<file path="config.mk">
export PLATFORM = sky130hd
export DESIGN_NAME = ts_latch
export DESIGN_NICKNAME = d
export VERILOG_FILES = /design/src/rtl/ts_latch_pkg.sv /design/src/rtl/ts_slot.sv /design/src/rtl/ts_pfx_pack.sv /design/src/rtl/ts_latch.sv
export SDC_FILE = /design/constraint.sdc
export NUM_CORES = 1
export LEC_CHECK = 0
export ABC_AREA = 1
export CORE_ASPECT_RATIO = 0.5
export CORE_MARGIN = 1.5
export CORE_UTILIZATION = 30
export DETAILED_ROUTE_END_ITERATION = 10
export DONT_BUFFER_PORTS = 1
export HOLD_SLACK_MARGIN = 0.03
export RECOVER_POWER = 50
export SKIP_CTS_REPAIR_TIMING = 1
export SLEW_MARGIN = 20
export SYNTH_ARGS = -nofsm -noshare
export SYNTH_HDL_FRONTEND = slang
export SYNTH_SLANG_ARGS = --single-unit
</file>
<file path="constraint.sdc">
create_clock -name clk -period 1.2 [get_ports clk]
set_clock_uncertainty 0.05 [all_clocks]
set_input_delay 0.18 -clock clk [delete_from_list [all_inputs] [get_ports clk]]
set_output_delay 0.18 -clock clk [all_outputs]
set_load 0.05 [all_outputs]
</file>
<file path="src/rtl/ts_latch_pkg.sv">
package ts_latch_pkg;
    localparam int TIME_W = 64;
    localparam int WORD_W = 32;

    typedef enum logic {
        SLOT_ARMED = 1'b0,
        SLOT_HELD  = 1'b1
    } slot_state_e;
endpackage

</file>
<file path="src/rtl/ts_slot.sv">
module ts_slot
    import ts_latch_pkg::*;
#(
    parameter int T_W = TIME_W,
    parameter int W_W = WORD_W
) (
    input  logic           clk,
    input  logic           rst_n,
    input  logic [T_W-1:0] time_now,
    input  logic           evt,
    input  logic           en,
    input  logic           rd_hi,
    output logic [W_W-1:0] stamp_lo,
    output logic [W_W-1:0] stamp_hi,
    output logic           valid
);
    slot_state_e     state_q, state_d;
    logic            take;
    logic [T_W-1:0]  stamp_q;

    always_ff @(posedge clk or negedge rst_n) begin
        if (!rst_n) begin
            state_q <= SLOT_ARMED;
            stamp_q <= '0;
        end else begin
            state_q <= state_d;
            if (take) stamp_q <= time_now;
        end
    end

    always_comb begin
        state_d = state_q;
        take    = 1'b0;
        unique case (state_q)
            SLOT_ARMED: begin
                if (en && evt) begin
                    take    = 1'b1;
                    state_d = SLOT_HELD;
                end
            end
            SLOT_HELD: begin
                if (rd_hi) begin
                    if (en && evt) begin
                        take    = 1'b1;
                        state_d = SLOT_HELD;
                    end else begin
                        state_d = SLOT_ARMED;
                    end
                end
            end
            default: state_d = SLOT_ARMED;
        endcase
    end

    always_comb begin
        valid    = (state_q == SLOT_HELD);
        stamp_lo = stamp_q[W_W-1:0];
        stamp_hi = stamp_q[2*W_W-1:W_W];
    end
endmodule

</file>
<file path="src/rtl/ts_pfx_pack.sv">
module ts_pfx_pack
    import ts_latch_pkg::*;
#(
    parameter int T_W = TIME_W,
    parameter int W_W = WORD_W,
    parameter int N_DW = 4
) (
    input  logic              clk,
    input  logic              rst_n,
    input  logic [T_W-1:0]    time_now,
    input  logic              load,
    output logic [N_DW*W_W-1:0] pfx,
    output logic              pfx_vld
);
    localparam int RSV_DW = N_DW - 2;
    logic [N_DW*W_W-1:0] packed_d;

    for (genvar d = 0; d < N_DW; d++) begin : g_dw
        if (d < RSV_DW) begin : g_rsv
            assign packed_d[d*W_W +: W_W] = '0;
        end else begin : g_time
            assign packed_d[d*W_W +: W_W] = time_now[(d-RSV_DW)*W_W +: W_W];
        end
    end

    always_ff @(posedge clk or negedge rst_n) begin
        if (!rst_n) begin
            pfx     <= '0;
            pfx_vld <= 1'b0;
        end else begin
            pfx_vld <= load;
            if (load) pfx <= packed_d;
        end
    end
endmodule

</file>
<file path="src/rtl/ts_latch.sv">
module ts_latch
    import ts_latch_pkg::*;
#(
    parameter int T_W = TIME_W,
    parameter int W_W = WORD_W,
    parameter int N_DW = 4
) (
    input  logic                clk,
    input  logic                rst_n,
    input  logic [T_W-1:0]      time_now,
    input  logic                tx_evt,
    input  logic                rx_evt,
    input  logic                tx_en,
    input  logic                rx_en,
    input  logic                tx_irq_unmask,
    input  logic                rx_pkt_mode,
    input  logic                tx_rd_hi,
    input  logic                rx_rd_hi,
    output logic [W_W-1:0]      tx_stamp_lo,
    output logic [W_W-1:0]      tx_stamp_hi,
    output logic                tx_valid,
    output logic [W_W-1:0]      rx_stamp_lo,
    output logic [W_W-1:0]      rx_stamp_hi,
    output logic                rx_valid,
    output logic                tx_irq,
    output logic [N_DW*W_W-1:0] rx_pfx,
    output logic                rx_pfx_vld
);
    ts_slot #(.T_W(T_W), .W_W(W_W)) u_tx (
        .clk(clk), .rst_n(rst_n), .time_now(time_now), .evt(tx_evt),
        .en(tx_en), .rd_hi(tx_rd_hi), .stamp_lo(tx_stamp_lo),
        .stamp_hi(tx_stamp_hi), .valid(tx_valid)
    );

    ts_slot #(.T_W(T_W), .W_W(W_W)) u_rx (
        .clk(clk), .rst_n(rst_n), .time_now(time_now), .evt(rx_evt),
        .en(rx_en), .rd_hi(rx_rd_hi), .stamp_lo(rx_stamp_lo),
        .stamp_hi(rx_stamp_hi), .valid(rx_valid)
    );

    ts_pfx_pack #(.T_W(T_W), .W_W(W_W), .N_DW(N_DW)) u_pfx (
        .clk(clk), .rst_n(rst_n), .time_now(time_now),
        .load(rx_pkt_mode && rx_en && rx_evt),
        .pfx(rx_pfx), .pfx_vld(rx_pfx_vld)
    );

    assign tx_irq = tx_valid && tx_irq_unmask;
endmodule

</file>
After elaboration in Yosys (flattened, before gate mapping) --
Cells that the tools add are included.
Word-level totals: register bits 195, output and inout bits 260
Cells by class: multiplexer cells 10, bitwise operators 2, reductions and logical operators 5
Operators with widths (count):
- $pmux 1 s2 | 4
- $mux 1 | 6
- $logic_and 1x1->1 | 5
- $not 1->1 | 2

Longest topological paths before layout --
depth in word-level cells 4, gate-level depth with buffers 6, mapped depth without buffers 5

Hierarchy --
Synthesis repeated with hierarchy kept, for this count alone.
Second synthesis, totals: cells, all modules 907, area, all modules 9125.0 um^2
By module, submodules not included:
- ts_slot | instances 2, cells an instance 283, area an instance 3074.2 um^2
- ts_pfx_pack | instances 1, cells an instance 336, area an instance 2955.3 um^2
- ts_latch | instances 1, cells an instance 5, area an instance 21.3 um^2

Least setup slack after synthesis --
OpenSTA, ideal clock, no wires.
path kind reg-to-reg, start register u_tx.state_q, in the netlist u_tx.valid, end register u_tx.stamp_q[14], setup time 119 ps, arrival time 1244 ps, required time 1031 ps, setup slack -213 ps, stages on the path, launching flop included 6, path buffers 2, cell sequence dfrtp_1 > nand2_1 > buf_4 > buf_4 > nand3_1 > nand2_1
Between the ends: longest elaborated chain between the ends 2
Ends and longest elaborated chain:
- start: declaration | RTL line ts_slot.sv:17 | slot_state_e state_q, state_d;
- start signal: assignment | RTL line ts_slot.sv:26 | state_q <= state_d;
- $not 1->1 | RTL line ts_slot.sv:34 | unique case (state_q)
- $pmux 1 s2 (*) | RTL line ts_slot.sv:34
- end signal: assignment | RTL line ts_slot.sv:27 | if (take) stamp_q <= time_now;
- end: declaration | RTL line ts_slot.sv:19 | logic [T_W-1:0] stamp_q;
Mark *: on every way between the ends. The rest lies on a longest branch, timed or not. A chain may end at the register's enable or synchronous reset.

Worst setup path in the final report --
start register u_tx.state_q, in the netlist u_tx.valid, end output port tx_irq
Between the ends: longest elaborated chain between the ends 1
Ends and longest elaborated chain:
- $logic_and 1x1->1 | RTL line ts_latch.sv:47 | assign tx_irq = tx_valid && tx_irq_unmask;
- end: declaration | RTL line ts_latch.sv:25 | output logic tx_irq,
Every way passes these cells.

==> results.md <==
* Status: complete, but fails checks
* Failing checks: hold timing, setup timing
* Initial Util at 30.60%
* Worst r2r dst: u_tx.stamp_q[38]
* Worst Path Max Fanout at 2
* Crit end category: output port
* Core Area at 0.02654 mm²
* Synth warn at 0
* Multi-input gate area at 0.002680 mm²
* All-layer global routing usage at 16.56%
* Seq/Total Area, Yosys at 60.08%
* Total gr overflow at 0
* Setup ws final at -0.2826 ns
* P_sw at 9.212 mW
* Logic pwr share at 27.0%
* Crit path from: u_tx.valid
* DRT Wirelength at 26780 µm
* Final estimated routing congestion in global placement at 0.8368
* Dpl cell area at 0.009042 mm²
* CTS tree: yes
* Layout Nets at 1163
* WL per Instance at 18.42 µm
* Final Hold Fails at 196
* Max cap viols at 0
* Crit path max-delay cell type: dfrtp_2
* Seq pwr share at 47.5%
* Die area at 0.02813 mm²
* Via count at 6967
* Cell Pwr Density at 1924 mW/mm²
* Internal power at 12.36 mW
* Initial antenna violation count at 0
* CP max stage delay at 0.42 ns
* Crit path DAT at 1.25 ns
* Final period util at 123.5%
* WP data required at 0.97 ns
* R2R Setup Slk at -0.09 ns
* H-tree Lvls at 4
* Critical Path Start Type: flop
* Max Fclk at 674.5 MHz
* Mean post-synth cell area at 8.964 µm²
* I/O pin cnt at 334
* Clock transition at path regs at 0.08 ns
* Chip Width at 235.7 µm
* Worst R2R Path Depth at 6
* CTS Root Cell: clkbuf_16
* Post-route ant nets at 0
* Number of global-route vias before repair at 5942
* RSZ-0062 raised after global routing: yes
* Hold_ws at -0.6228 ns
* Slew Viols, Final at 0
* Clk pwr share at 25.5%
* Number of fill cells at 2496
* # clock sinks at 195
* DR vias/cell at 4.792
* P_leak at 5.737 nW
* Post-synthesis cell area at 0.008122 mm²
* Yosys cell types at 11
* Clock buffer depth at 2
* Total area of sequential cells at 0.005001 mm²
* First-pass GRT wire length at 35820 µm
* CP Cell Sequence: buf_8 -> nand2_4 -> inv_2 -> buf_12
* Largest net degree at the start of global routing at 196
* Most frequent cells in the layout: nand2_1, nand3_1, dfrtp_1
* Final instance area at 0.01121 mm²
* Endpoints failing setup at 233
* Drt first pass iters at 5
* Final Power at 21.57 mW
* DR iter-0 viols at 667
* Number of CTS-inserted buffers at 17
* Worst-Skew Late Latency at 0.44 ns
* Sw Share at 42.70%
* Seq cells post-synth at 195
* Layout cell share with drive strength beyond 1 at 26.77%
* Floorplan die height at 119.3 µm
* Worst R2R Start: u_tx.valid
* Most common cell after layout, fill and taps aside: nand2_1
* Port bufs at 0
* Post-DP HPWL at 16030 µm
* Crit path kind: reg2out
* Mapped Cells at 906
* Worst hold path type: in2async
* Area delta synth->final at 38.05%
* Crit path buf inv count at 3
* Clock period minus worst slack at 1.483 ns
* N_diodes at 0
* Cell family with most CP delay: flip-flops
* Remaining DRCs at 0
* Peak VDD IR at 1.059 mV
* # rows at 42
## worst reg2reg max path: stages, from the launching register on
cell       delay, ns
dfrtp_2         0.42
buf_4           0.16
nand2_8         0.09
nand2_8         0.12
clkbuf_16       0.22
nand2_1         0.08
nand2_1         0.05
## synth_stat cells
cell      number  share of area [%]
nand2_1      454                 21
dfrtp_1      195                 60
nand3_1      129                7.9
buf_4         93                8.6
buf_2         20                1.2
buf_6          4               0.55
inv_2          4               0.18
nand2_2        3               0.23
inv_1          2              0.092
clkbuf_1       1              0.046
conb_1         1              0.046
## sequential cells by signal, summed over array words and instances, names as in the netlist
| register | cells |
|---|---|
| u_pfx.pfx | 64 |
| u_rx.stamp_q | 64 |
| u_tx.stamp_q | 64 |
| u_pfx.pfx_vld | 1 |
| u_rx.valid | 1 |
| u_tx.valid | 1 |
## cell type report
type	count	area share, %
well taps	352	3.928
clock inverters	13	1.027
inverters	6	0.2009
flip-flops and latches	195	44.60
repair buffers	219	22.48
clock buffers	19	3.861
multi-input cells	650	23.90
## metal layers
layer | GRT usage (%) | vias up | share of wire (%)
met5 | 0 | - | 0
met3 | 4.474 | 92 | 5.4
met4 | 7.460 | 0 | 4.6
met1 | 19.59 | 3468 | 40
li1 | - | 3061 | -
met2 | 28.33 | 346 | 50
## through the flow
| stage | TNS, ns | utilization (%) | worst slack [ns] | hold slack [ns] | cells |
|---|---|---|---|---|---|
| 4_1_cts | -22.25 | 36.14 | -0.3964 | -0.6497 | 1354 |
| 5_1_grt | -17.41 | 42.25 | -0.3298 | -0.6533 | 1454 |
| 3_3_place_gp | 0 | 34.07 | 0.1020 | -0.1610 | 1322 |
| 6_report | -7.398 | 42.25 | -0.2826 | -0.6228 | 1454 |
| 2_1_floorplan | -0.6168 | - | -0.009402 | -0.1656 | 969 |
| 3_5_place_dp | 0 | 34.07 | 0.06506 | -0.1623 | 1322 |
## cell families after synthesis
group	Yosys count	share of synthesized area (%)
DFF	195	60.08
and+or+nand+nor	586	29.16
buffers and inverters	124	10.71
other	1	0.04617
## power groups by stage
stage	Sequential, mW	Clock [mW]	Combinational [mW]
after floorplan	11.8	0	1.74
after global placement	10.1	0	4.77
after detailed placement	10.1	0	4.84
after CTS	10.0	5.60	4.85
after global routing	10.3	5.91	6.11
final	10.2	5.51	5.81
## worst max-delay path by stage
stage	slack, ns	depth (start not counted)	end
floorplan	-0.009	5	u_tx.stamp_q[14]
global placement	0.10	5	u_tx.stamp_q[44]
detailed placement	0.07	5	u_tx.stamp_q[13]
CTS	-0.40	4	tx_irq
global route	-0.33	4	tx_irq
finish	-0.28	4	tx_irq
(Power assumes the default switching activity.)
